**src/rtl/vcPkg.sv**
```systemverilog
`timescale 1ns/1ps
package vcPkg;
  // Strobes from control to datapath; slot fields are wide enough for up to 256 entries.
  typedef struct packed {
    logic       lookupFire;
    logic       hit;
    logic       keepVictim;
    logic       insertFire;
    logic       writeBack;
    logic [7:0] hitSlot;
    logic [7:0] insSlot;
  } vcStrobe_t;
endpackage

```
**src/rtl/vcDatapath.sv**
```systemverilog
`timescale 1ns/1ps
module vcDatapath
  import vcPkg::*;
#(
  parameter int ENTRIES = 4,
  parameter int TAG_W   = 20,
  parameter int IDX_W   = 6,
  parameter int DATA_W  = 32,
  localparam int SLOT_W = (ENTRIES > 1) ? $clog2(ENTRIES) : 1,
  localparam int ADDR_W = TAG_W + IDX_W
) (
  input  logic              clk,
  input  logic              rstN,
  input  vcStrobe_t         strb,
  input  logic [TAG_W-1:0]  evictTag,
  input  logic [IDX_W-1:0]  evictIdx,
  input  logic [DATA_W-1:0] evictData,
  input  logic              evictDirty,
  input  logic [TAG_W-1:0]  lookupTag,
  input  logic [IDX_W-1:0]  lookupIdx,
  input  logic [TAG_W-1:0]  vicTag,
  input  logic [DATA_W-1:0] vicData,
  input  logic              vicDirty,
  input  logic              l2ReqReady,
  output logic              hitAny,
  output logic [SLOT_W-1:0] hitIdx,
  output logic              full,
  output logic [SLOT_W-1:0] freeIdx,
  output logic [ENTRIES-1:0] dirtyVec,
  output logic              respValid,
  output logic              respHit,
  output logic [DATA_W-1:0] respData,
  output logic              respDirty,
  output logic              l2ReqValid,
  output logic              l2ReqWrite,
  output logic [ADDR_W-1:0] l2ReqAddr,
  output logic [DATA_W-1:0] l2ReqData
);
  logic [ENTRIES-1:0] validQ;
  logic [ENTRIES-1:0] dirtyQ;
  logic [ADDR_W-1:0]  addrQ [ENTRIES];
  logic [DATA_W-1:0]  dataQ [ENTRIES];
  logic [ENTRIES-1:0] hitVec;

  logic [ADDR_W-1:0] lookAddr;
  assign lookAddr = {lookupTag, lookupIdx};

  // One comparator per entry
  for (genvar g = 0; g < ENTRIES; g++) begin : gCmp
    assign hitVec[g] = validQ[g] && (addrQ[g] == lookAddr);
  end

  always_comb begin
    hitIdx = '0;
    for (int i = 0; i < ENTRIES; i++)
      if (hitVec[i]) hitIdx = SLOT_W'(i);
  end

  always_comb begin
    freeIdx = '0;
    for (int i = ENTRIES - 1; i >= 0; i--)
      if (!validQ[i]) freeIdx = SLOT_W'(i);
  end

  assign hitAny   = |hitVec;
  assign full     = &validQ;
  assign dirtyVec = dirtyQ;

  logic [SLOT_W-1:0] hSlot, iSlot;
  assign hSlot = strb.hitSlot[SLOT_W-1:0];
  assign iSlot = strb.insSlot[SLOT_W-1:0];

  // Entry storage: a swap rewrites the hit slot, an insertion writes the chosen slot
  always_ff @(posedge clk) begin
    if (!rstN) begin
      validQ <= '0;
      dirtyQ <= '0;
    end else if (strb.lookupFire && strb.hit) begin
      if (strb.keepVictim) begin
        addrQ[hSlot]  <= {vicTag, lookupIdx};
        dataQ[hSlot]  <= vicData;
        dirtyQ[hSlot] <= vicDirty;
      end else begin
        validQ[hSlot] <= 1'b0;
      end
    end else if (strb.insertFire) begin
      validQ[iSlot] <= 1'b1;
      dirtyQ[iSlot] <= evictDirty;
      addrQ[iSlot]  <= {evictTag, evictIdx};
      dataQ[iSlot]  <= evictData;
    end
  end

  // Lookup response register
  always_ff @(posedge clk) begin
    if (!rstN) begin
      respValid <= 1'b0;
      respHit   <= 1'b0;
      respData  <= '0;
      respDirty <= 1'b0;
    end else begin
      respValid <= strb.lookupFire;
      if (strb.lookupFire) begin
        respHit   <= strb.hit;
        respData  <= strb.hit ? dataQ[hSlot] : '0;
        respDirty <= strb.hit && dirtyQ[hSlot];
      end
    end
  end

  // Next-level request register
  always_ff @(posedge clk) begin
    if (!rstN) begin
      l2ReqValid <= 1'b0;
      l2ReqWrite <= 1'b0;
      l2ReqAddr  <= '0;
      l2ReqData  <= '0;
    end else if (strb.writeBack) begin
      l2ReqValid <= 1'b1;
      l2ReqWrite <= 1'b1;
      l2ReqAddr  <= addrQ[iSlot];
      l2ReqData  <= dataQ[iSlot];
    end else if (strb.lookupFire && !strb.hit) begin
      l2ReqValid <= 1'b1;
      l2ReqWrite <= 1'b0;
      l2ReqAddr  <= lookAddr;
      l2ReqData  <= '0;
    end else if (l2ReqReady) begin
      l2ReqValid <= 1'b0;
    end
  end

  // a line address lives in at most one slot
  p_unique_hit_r2: assert property (@(posedge clk) disable iff (!rstN) $onehot0(hitVec));
  // a hit response comes with no next-level traffic
  p_hit_quiet_r3: assert property (@(posedge clk) disable iff (!rstN)
    (respValid && respHit) |-> !l2ReqValid);
  // a miss response comes with a read request
  p_miss_read_r4: assert property (@(posedge clk) disable iff (!rstN)
    (respValid && !respHit) |-> (l2ReqValid && !l2ReqWrite));
  // a write-back only takes a slot that is valid and dirty
  p_wb_dirty_r8: assert property (@(posedge clk) disable iff (!rstN)
    strb.writeBack |-> (validQ[iSlot] && dirtyQ[iSlot]));
  // a stalled request holds
  p_hold_r10: assert property (@(posedge clk) disable iff (!rstN)
    (l2ReqValid && !l2ReqReady) |=> (l2ReqValid && $stable(l2ReqAddr) && $stable(l2ReqWrite)));
endmodule

```
**src/rtl/vcControl.sv**
```systemverilog
`timescale 1ns/1ps
module vcControl
  import vcPkg::*;
#(
  parameter int ENTRIES = 4,
  localparam int SLOT_W = (ENTRIES > 1) ? $clog2(ENTRIES) : 1
) (
  input  logic               clk,
  input  logic               rstN,
  input  logic               lookupValid,
  output logic               lookupReady,
  input  logic               evictValid,
  output logic               evictReady,
  input  logic               vicValid,
  input  logic               hitAny,
  input  logic [SLOT_W-1:0]  hitIdx,
  input  logic               full,
  input  logic [SLOT_W-1:0]  freeIdx,
  input  logic [ENTRIES-1:0] dirtyVec,
  input  logic               l2Busy,
  input  logic               respValid,
  output vcStrobe_t          strb
);
  logic [SLOT_W-1:0] ptrQ;
  logic lookupFire, insertFire;

  // Lookups win; nothing is accepted while a next-level request waits
  assign lookupReady = !l2Busy;
  assign evictReady  = !l2Busy && !lookupValid;
  assign lookupFire  = lookupValid && lookupReady;
  assign insertFire  = evictValid && evictReady;

  always_comb begin
    strb            = '0;
    strb.lookupFire = lookupFire;
    strb.hit        = hitAny;
    strb.keepVictim = vicValid;
    strb.insertFire = insertFire;
    strb.hitSlot    = 8'(hitIdx);
    strb.insSlot    = full ? 8'(ptrQ) : 8'(freeIdx);
    strb.writeBack  = insertFire && full && dirtyVec[ptrQ];
  end

  // Round-robin replacement pointer, advanced only by replacements
  always_ff @(posedge clk) begin
    if (!rstN)
      ptrQ <= '0;
    else if (insertFire && full)
      ptrQ <= (ptrQ == SLOT_W'(ENTRIES - 1)) ? '0 : ptrQ + 1'b1;
  end

  // response exactly one cycle after acceptance
  p_resp_latency_r3: assert property (@(posedge clk) disable iff (!rstN)
    lookupFire |=> respValid);
  p_resp_single_r3: assert property (@(posedge clk) disable iff (!rstN)
    !lookupFire |=> !respValid);
  // both ports stall behind a pending request
  p_stall_r10: assert property (@(posedge clk) disable iff (!rstN)
    l2Busy |-> (!lookupReady && !evictReady));
  // never two operations in one cycle
  p_one_op_r9: assert property (@(posedge clk) disable iff (!rstN)
    !(lookupFire && insertFire));
endmodule

```
**src/rtl/victimBuffer.sv**
```systemverilog
`timescale 1ns/1ps
module victimBuffer
  import vcPkg::*;
#(
  parameter int ENTRIES = 4,
  parameter int TAG_W   = 20,
  parameter int IDX_W   = 6,
  parameter int DATA_W  = 32,
  localparam int SLOT_W = (ENTRIES > 1) ? $clog2(ENTRIES) : 1,
  localparam int ADDR_W = TAG_W + IDX_W
) (
  input  logic              clk,
  input  logic              rstN,
  input  logic              evictValid,
  output logic              evictReady,
  input  logic [TAG_W-1:0]  evictTag,
  input  logic [IDX_W-1:0]  evictIdx,
  input  logic [DATA_W-1:0] evictData,
  input  logic              evictDirty,
  input  logic              lookupValid,
  output logic              lookupReady,
  input  logic [TAG_W-1:0]  lookupTag,
  input  logic [IDX_W-1:0]  lookupIdx,
  input  logic              vicValid,
  input  logic [TAG_W-1:0]  vicTag,
  input  logic [DATA_W-1:0] vicData,
  input  logic              vicDirty,
  output logic              respValid,
  output logic              respHit,
  output logic [DATA_W-1:0] respData,
  output logic              respDirty,
  output logic              l2ReqValid,
  input  logic              l2ReqReady,
  output logic              l2ReqWrite,
  output logic [ADDR_W-1:0] l2ReqAddr,
  output logic [DATA_W-1:0] l2ReqData
);
  vcStrobe_t          strb;
  logic               hitAny, full;
  logic [SLOT_W-1:0]  hitIdx, freeIdx;
  logic [ENTRIES-1:0] dirtyVec;

  vcControl #(.ENTRIES(ENTRIES)) uCtrl (
    .clk(clk), .rstN(rstN),
    .lookupValid(lookupValid), .lookupReady(lookupReady),
    .evictValid(evictValid), .evictReady(evictReady),
    .vicValid(vicValid), .hitAny(hitAny), .hitIdx(hitIdx),
    .full(full), .freeIdx(freeIdx), .dirtyVec(dirtyVec),
    .l2Busy(l2ReqValid), .respValid(respValid), .strb(strb)
  );

  vcDatapath #(.ENTRIES(ENTRIES), .TAG_W(TAG_W), .IDX_W(IDX_W), .DATA_W(DATA_W)) uData (
    .clk(clk), .rstN(rstN), .strb(strb),
    .evictTag(evictTag), .evictIdx(evictIdx), .evictData(evictData), .evictDirty(evictDirty),
    .lookupTag(lookupTag), .lookupIdx(lookupIdx),
    .vicTag(vicTag), .vicData(vicData), .vicDirty(vicDirty),
    .l2ReqReady(l2ReqReady),
    .hitAny(hitAny), .hitIdx(hitIdx), .full(full), .freeIdx(freeIdx), .dirtyVec(dirtyVec),
    .respValid(respValid), .respHit(respHit), .respData(respData), .respDirty(respDirty),
    .l2ReqValid(l2ReqValid), .l2ReqWrite(l2ReqWrite), .l2ReqAddr(l2ReqAddr), .l2ReqData(l2ReqData)
  );

  // nothing is pending straight after reset
  p_reset_idle_r1: assert property (@(posedge clk)
    $past(!rstN) |-> (!respValid && !l2ReqValid));
endmodule

```
**config.mk**
```make
export PLATFORM = sky130hd
export DESIGN_NAME = victimBuffer
export DESIGN_NICKNAME = d
export VERILOG_FILES = /design/src/rtl/vcPkg.sv /design/src/rtl/vcDatapath.sv /design/src/rtl/vcControl.sv /design/src/rtl/victimBuffer.sv
export SDC_FILE = /design/constraint.sdc
export NUM_CORES = 1
export LEC_CHECK = 0
export BUFFER_PORTS_ARGS = -buffer_cell sky130_fd_sc_hd__buf_2
export CAP_MARGIN = 10
export CORE_MARGIN = 8
export CORE_UTILIZATION = 50
export CTS_CLUSTER_SIZE = 40
export DETAILED_ROUTE_END_ITERATION = 8
export PLACE_DENSITY_LB_ADDON = 0.1
export SYNTH_ARGS = -nofsm -noshare
export SYNTH_HDL_FRONTEND = slang
export SYNTH_SLANG_ARGS = --single-unit
export TNS_END_PERCENT = 50
```
**constraint.sdc**
```tcl
create_clock -name clk -period 22.5 [get_ports clk]
set_input_delay 4.5 -clock clk [delete_from_list [all_inputs] [get_ports clk]]
set_output_delay 4.5 -clock clk [all_outputs]
set_load 0.005 [all_outputs]
```
**After elaboration in Yosys (flattened, before gate mapping)**

Memories as Yosys holds them, arrays and structs flattened.
Cells that the tools add are included.

- Bits in registers: 105
- Bits in writable memories: 232
- Input bits: 144
- Output and inout bits: 97
- Word-level logic and storage cells: 104
- Memories: 2

- Add/sub/neg operators: 1
- Order comparisons: 5
- Equal/unequal tests: 7
- Multiplexer cells: 49
- Bitwise operators: 3
- Reduce and logical (&&, ||, !) cells: 26

Memory list:

| memory | words | bits a word | read ports | clocked after memory_dff | wr ports | line | RTL |
|---|---|---|---|---|---|---|---|
| uData.dataQ | 4 | 32 | 2 | 0 | 1 | vcDatapath.sv:42 | `logic [DATA_W-1:0] dataQ [ENTRIES];` |
| uData.addrQ | 4 | 26 | 5 | 0 | 1 | vcDatapath.sv:41 | `logic [ADDR_W-1:0] addrQ [ENTRIES];` |

Operator list:

| cell | count |
|---|---|
| 32-bit 2-to-1 mux | 4 |
| 26-bit == test | 4 |
| 26-bit 2-to-1 mux | 3 |
| 32-bit OR reduction | 1 |
| 26-bit OR reduction | 1 |
| 4-bit 2-to-1 mux | 6 |
| 1-bit 2-to-1 mux | 20 |
| 2-bit 2-to-1 mux | 10 |
| 1-bit logical AND | 14 |
| 2-bit by 3-bit less-than comparator with 1-bit output (second input constant) | 3 |
| 4-bit bitwise mux | 2 |
| 4-bit bitwise AND | 1 |
| 1-bit binary-select mux with 2-bit select | 2 |
| 1-bit demux with 2-bit select | 2 |
| 2-bit by 1-bit >= comparator with 1-bit output (second input constant) | 2 |
| 2-bit != test (second input constant) | 2 |
| 4-bit inverter | 1 |
| 4-bit OR | 1 |
| 2-bit AND reduction | 2 |
| 4-bit AND reduction | 1 |
| 2-bit nonzero test | 2 |
| 4-bit OR reduction | 1 |
| 1-bit zero test | 3 |
| 3-bit nonzero test | 1 |
| other kinds (2) | 2 |

**Logic depth before layout (Yosys ltp)**

Gate-level depths: netlist of the first run.
An unclocked memory read counts as a cell.

- Depth after elaboration: 14
- Gate-level depth with buffers: 10
- Mapped depth without buffers: 7

**Cells and area by module**

Synthesis of the first run repeated with hierarchy kept, for this count alone.

- Cells, all modules: 1171
- Area, all modules: 15930.3 um2

Modules (own cells, without submodules):

| module | times used | cells each | area an instance (um2) | sequential area each (um2) |
|---|---|---|---|---|
| vcDatapath | 1 | 1134 | 15615.0 | 9028.7 |
| vcControl | 1 | 37 | 315.3 | 40.0 |

**Least setup slack after synthesis of the first run**

No wires, ideal clock.

- Kind: input to register
- Start point: in lookupTag[0]
- End point: mem uData.addrQ[1][0] in the netlist's numbering (enable)
- Library setup time: 0.545 ns
- Arrival time: 10.090 ns
- Data required time: 21.955 ns
- Setup slack: 11.865 ns
- Cell stages on the path: 8
- Buffers on the path: 2
- Path through: buf_2 > xor2_1 > nor4_2 > nand4_2 > or3_1 > buf_2 > a31o_2 > nor3_1

- Longest elaborated chain between the ends: 9
- Elaborated cells on any way between the ends: 22
- Classes of those cells: eq/ne: 4; mux: 11; reduce/logical: 7

Ends and longest elaborated chain:

| element | line | RTL |
|---|---|---|
| from (decl) | victimBuffer.sv:22 | `input logic [TAG_W-1:0] lookupTag,` |
| 26-bit == test | vcDatapath.sv:50 | `assign hitVec[g] = validQ[g] && (addrQ[g] == lookAddr);` |
| 1-bit logical AND | vcDatapath.sv:50 |  |
| 4-bit OR reduction | vcDatapath.sv:65 | `assign hitAny = \|hitVec;` |
| 1-bit logical AND | vcDatapath.sv:78 | `end else if (strb.lookupFire && strb.hit) begin` |
| 1-bit 2-to-1 mux | vcDatapath.sv:78 |  |
| 1-bit 2-to-1 mux | vcDatapath.sv:75 | `if (!rstN) begin` |
| 1-bit 2-to-1 mux (implied by the code) | vcDatapath.sv:89 | `addrQ[iSlot] <= {evictTag, evictIdx};` |
| 26-bit OR reduction (no line) | n/a |  |
| 2-bit 2-to-1 mux (no line) or 1-bit 2-to-1 mux (tied branches) | n/a |  |
| to (decl) | vcDatapath.sv:41 |  |

Several ways; a longest one is shown, not always the timed one.

**Worst setup path after layout of the first run**

- Start point: in lookupValid
- End point: out evictReady

- Longest elaborated chain between the ends: 2

Ends and longest elaborated chain:

| element | line | RTL |
|---|---|---|
| from (decl) | victimBuffer.sv:20 | `input logic lookupValid,` |
| 1-bit zero test | vcControl.sv:29 | `assign evictReady = !l2Busy && !lookupValid;` |
| 1-bit logical AND | vcControl.sv:29 |  |
| to (decl) | victimBuffer.sv:15 | `output logic evictReady,` |

No other way between the ends.

==> impl_metrics.ini, run 1 <==
[logic_synthesis]
ys_ff_latch = 337
synth_edf_count = 232
ys.flop_type = edfxtp_1
syn-mean-instance-area_um2 = 12.1
synth_top_area_frac = 0.444
synth_nets = 1442
yosysSeqAreaShare = 0.578
synthArstFlopShare = 0
synth_cell_types = 56
syn_inst = 1297
yosys.area.top_type = edfxtp_1
yosys_warnings = 0
synth.area.top_cells = edfxtp_1 (44%), dfxtp_1 (13%), mux4_2 (8.3%)
synth_area_um2 = 15700

[sta]
relSlewSlack = 0.234
worst_slack_ns = 13.13
hold_viol_final = 0
setup_viol = 0
fin_crit_ns = 9.37
report.final.slew_viol_count = 0
setup_tns_ns = 0
post-route-period-util = 0.417
max_freq_mhz = 107
tightestPinTransition_ns = 1.15
rsz0062_at_grt = false
fin_skew_ns = 0.0113

[pwr]
combPwrFrac = 0.074
peakVddDrop_mv = 0.0424
p_clk_frac = 0.425
leakage_nw = 7.24
p_switching_mw = 0.300
p_int_mw = 1.05
swShare = 0.223
power_density_nw_per_um2 = 74.0
seqPwrFrac = 0.502

[critical_path]
arrival_ns = 4.87
end_kind = primary output
reg2reg_depth = 8
required_ns = 18.00
cp-start-kind = primary input
r2r_slack_ns = 18.14
path_class = primary input to primary output
critical_path.max_fanout = 3

[route]
drt-total-wl_um = 43900
drc_errors = 0
vias = 11200
ant_nets = 0
wl_per_cell_um = 22.9
drt_pass1_iterations = 6
drt_iter0_drc = 842
vias_per_cell = 5.81

[run_status]
status = complete, no violations

[clock_network]
hold_buffers = 0
cts.sinks = 337
cts-root-buf = clkbuf_16
clkLatencyLatePin_ns = 0.51
cts_tree = yes
cts_setup_buffers = 0
ctsResizeCount = 0
cts_buffers = 36
cts.path.max_buffers = 3
cts.clk_slew.worst_paths_ns = 0.06
htree_levels = 2

[placement]
place_hpwl_um = 28800
dpl_cell_area_um2 = 17100
dpl_worst_slack_ns = 13.12
place_congestion = 0.879
port_buffers = 240
dpl.cell_count = 1858

[grt]
grt_pass1_vias = 11500
grtUsageTotal = 0.237
grt_pass1_wl_um = 66600
grt_overflow = 0
antenna_found_initial = 2
grt_max_degree = 69

[floorplan]
die_width_um = 193
io_pins = 241
dieArea_um2 = 37300
core_area_um2 = 31200
start_util = 0.503
die_height_um = 193
rows = 65

[cells_and_area]
finalInstanceArea_um2 = 18200
fin_cells = 1921
final_layout_size_suffix_gt1_frac = 0.257
nets = 1639
antennaDiodeCount = 0
area_delta_synth_final_pct = 16.2

[job]
drv_cap = 0

[worst_hold_path]
hold_depth = 2
hold_path_class = flip-flop to flip-flop
==> path summary, 6_finish.rpt <==
path	end	from
min reg2reg	uData.l2ReqData[6]$_SDFFE_PN0P_	uData.l2ReqData[6]$_SDFFE_PN0P_
max	evictReady	lookupValid
min	uData.l2ReqData[6]$_SDFFE_PN0P_	uData.l2ReqData[6]$_SDFFE_PN0P_
max reg2reg	uData.dataQ[3][1]$_DFFE_PP_	uData.addrQ[3][22]$_DFFE_PP_
==> metal layers <==
metal | track usage | part of all wire | vias to the layer above
met4 | 0.0595 | 0.019 | 4
li1 | - | - | 5167
met2 | 0.387 | 0.47 | 417
met5 | 0 | 0.00064 | -
met3 | 0.0451 | 0.074 | 66
met1 | 0.322 | 0.44 | 5511
==> cell usage after synthesis, types with 36 or more instances <==
cell type	number
mux2i_1	62
mux4_2	58
o21ai_0	67
buf_2	36
xor2_1	49
dfxtp_1	105
edfxtp_1	232
clkbuf_1	41
a21oi_1	67
nand2_1	257
xnor2_1	58
nand3_1	41
==> per-stage QoR <==
step / total power, mW / hold WS (ns) / util
6_report: 1.35 / 0.463 / 0.584
5_1_grt: 1.39 / 0.485 / 0.584
4_1_cts: 1.36 / 0.464 / 0.584
3_5_place_dp: 0.790 / 0.456 / 0.548
3_3_place_gp: 0.789 / 0.452 / 0.548
2_1_floorplan: 0.752 / 0.464 / -
==> power by group through the flow <==
stage,Sequential (mW),Combinational (mW),Clock [mW]
floorplan,0.690,0.0622,0
global placement,0.690,0.0988,0
detailed placement,0.690,0.0997,0
CTS,0.677,0.100,0.581
global route,0.677,0.109,0.605
finish,0.677,0.0995,0.573
==> worst max-delay path: stages <==
cell and delay, ns:
buf_2 0.11, nor2_1 0.13, buf_2 0.14
==> kinds of logic after synthesis <==
logic type	count (synthesis)	synth area share
flops	337	0.578
xor+xnor	107	0.0597
mux	121	0.123
buf+inv	103	0.0330
compound gates	224	0.0902
simple gates	404	0.115
fa+ha+maj	1	0.000797
==> area by class of cell <==
type | instances | area, um^2
Clock buffer | 49 | 971
Clock inverter | 14 | 149
Fill cell | 2669 | 13000
Inverter | 4 | 15.0
Multi-Input combinational cell | 857 | 6190
Sequential cell | 337 | 9070
Tap cell | 402 | 503
Timing Repair Buffer | 258 | 1340
==> layout by cell type (no fill, tap or decap), types with 3 or more instances in the layout <==
| master | Yosys | final |
|---|---|---|
| or4_1 | 4 | 3 |
| nor4_2 | 3 | 3 |
| clkinv_1 | 0 | 5 |
| nand2_1 | 257 | 255 |
| xnor2_1 | 58 | 58 |
| mux4_2 | 58 | 58 |
| clkbuf_16 | 0 | 37 |
| nor2_1 | 27 | 21 |
| nand3_1 | 41 | 41 |
| xor2_1 | 49 | 49 |
| nand4_1 | 29 | 29 |
| edfxtp_1 | 232 | 232 |
| nor4_1 | 15 | 15 |
| o21ai_0 | 67 | 67 |
| buf_4 | 5 | 18 |
| a22o_1 | 33 | 33 |
| dfxtp_1 | 105 | 105 |
| inv_1 | 3 | 3 |
| or3_1 | 3 | 3 |
| clkinv_2 | 0 | 3 |
| bufinv_16 | 0 | 3 |
| a21oi_1 | 67 | 67 |
| clkbuf_1 | 41 | 12 |
| nor3_1 | 8 | 6 |
| a21o_1 | 34 | 34 |
| buf_2 | 36 | 240 |
| nor2_4 | 2 | 8 |
| a31oi_1 | 5 | 5 |
| mux2i_1 | 62 | 62 |
| and2_1 | 3 | 3 |
==> flip-flops by register name, summed over array words and instances (netlist names) <==
register	flops
uCtrl.ptrQ	2
uData.addrQ	104
uData.dataQ	128
uData.dirtyVec	4
uData.l2ReqAddr	26
uData.l2ReqData	32
uData.l2ReqValid	1
uData.l2ReqWrite	1
uData.respData	32
uData.respDirty	1
uData.respHit	1
uData.respValid	1
uData.validQ	4
No activity file was read; power rests on OpenSTA's default activity.
==> run 2, diff against run 1 <==
Clock period 22.5 ns to 9.2 ns, I/O delays scaled along.
==> impl_metrics.ini, run 2 (same netlist as run 1, synthesis figures left out) <==
[route]
vias_per_cell = 5.70
ant_nets = 0
vias = 11000
wl_per_cell_um = 23.1
drt-total-wl_um = 44600
drt_pass1_iterations = 5
drt_iter0_drc = 871
drc_errors = 0

[sta]
fin_crit_ns = 5.33
tightestPinTransition_ns = 1.11
rsz0062_at_grt = false
setup_viol = 0
setup_tns_ns = 0
max_freq_mhz = 188
relSlewSlack = 0.259
report.final.slew_viol_count = 0
post-route-period-util = 0.579
fin_skew_ns = 0.0120
hold_viol_final = 0

[pwr]
power_density_nw_per_um2 = 183
peakVddDrop_mv = 0.105
leakage_nw = 7.29

[floorplan]
die_width_um = 193
dieArea_um2 = 37300
core_area_um2 = 31200
rows = 65
start_util = 0.503
die_height_um = 193
io_pins = 241

[grt]
grt_max_degree = 69
grtUsageTotal = 0.239
grt_pass1_wl_um = 67000
antenna_found_initial = 2
grt_pass1_vias = 11400
grt_overflow = 0

[clock_network]
cts.clk_slew.worst_paths_ns = 0.06
htree_levels = 2
cts_setup_buffers = 0
clkLatencyLatePin_ns = 0.51
cts.path.max_buffers = 3
hold_buffers = 0
cts.sinks = 337
cts-root-buf = clkbuf_16
ctsResizeCount = 0
cts_tree = yes
cts_buffers = 37

[placement]
place_congestion = 0.892
dpl_cell_area_um2 = 17100
place_hpwl_um = 30100
port_buffers = 240

[critical_path]
arrival_ns = 5.47
path_cells = buf_2 > xor2_1 > nor4_1 > nand3_1 > or3_1 > a21oi_1 > o21ai_0 > nor2_4 > buf_4
slowest_delay_ns = 0.82
critical_path.max_fanout = 35
critPathTopFamily = simple AND/OR/NAND/NOR gates
end_kind = flip-flop
crit_start = lookupTag[19]
required_ns = 9.34
r2r_slack_ns = 4.90
cp_num_buf_inv = 2
path_class = primary input to flip-flop
rr_startpoint = uData.addrQ[3][25]$_DFFE_PP_
cp-start-kind = primary input
slowest_stage = nor2_4

[job]
drv_cap = 0

[worst_hold_path]
hold_path_class = flip-flop to flip-flop
worstHoldStart = uData.l2ReqData[3]$_SDFFE_PN0P_

[cells_and_area]
nets = 1641
layout_commonest_cell = nand2_1
area_delta_synth_final_pct = 16.8
reg_top3 = uData.dataQ x128, uData.addrQ x104
final_layout_size_suffix_gt1_frac = 0.264
max_flop_register = uData.dataQ
fillers = 2645
layout_common_cells = nand2_1 (255), buf_2 (240), edfxtp_1 (232), dfxtp_1 (105)
largest_register_ffs = 128
finalInstanceArea_um2 = 18300

[run_status]
status = complete, no violations
-- run 2: stage by stage --
stage / utilization / total power, mW / worst slack [ns] / hold WS [ns] / cells
2_1_floorplan: - / 1.84 / 1.22 / 0.464 / 1297
5_1_grt: 0.587 / 3.47 / 3.69 / 0.480 / 1928
3_5_place_dp: 0.548 / 1.93 / 3.36 / 0.455 / 1859
6_report: 0.587 / 3.36 / 3.87 / 0.461 / 1928
4_1_cts: 0.587 / 3.38 / 3.89 / 0.463 / 1927
3_3_place_gp: 0.548 / 1.93 / 3.41 / 0.453 / 1859
-- run 2: tightest hold or removal path: cells and delay by family (launching register included) --
| family | cells | cell delay [ns] |
|---|---|---|
| flip-flops | 1 | 0.30 |
| AND/OR/NAND/NOR | 1 | 0.06 |
| AO/OA/AOI/OAI | 1 | 0.05 |
-- run 2: power breakdown --
part,switching [mW],internal [mW],total [mW]
logic,0.148,0.0949,0.243
clock network,0.592,0.869,1.46
registers,0.0103,1.65,1.66
total,0.751,2.61,3.36
-- run 2: worst paths after layout --
check	to	cells after the start
worst min-delay path	uData.l2ReqData[3]$_SDFFE_PN0P_	2
worst max register to register	uData.addrQ[2][3]$_DFFE_PP_	8
worst max-delay path	uData.addrQ[2][3]$_DFFE_PP_	9
worst min register to register	uData.l2ReqData[3]$_SDFFE_PN0P_	2
-- run 2: final cells by class --
class                   instances  area [um^2]  area share
clock buffers                  46         1010      0.0552
clock inverters                22          196      0.0107
well taps                     402          503      0.0274
multi-input cells             857         6190       0.338
repair buffers                259         1340      0.0733
inverters                       4         15.0    0.000819
flip-flops and latches        337         9070       0.495
diodes                          1         2.50    0.000136
-- run 2: routing by layer --
metal | track usage | vias to the layer above | share of wire
li1 | - | 5172 | -
met1 | 0.327 | 5360 | 0.44
met2 | 0.387 | 394 | 0.47
met3 | 0.0428 | 70 | 0.069
met4 | 0.0672 | 2 | 0.024
met5 | 0 | - | 0.00031
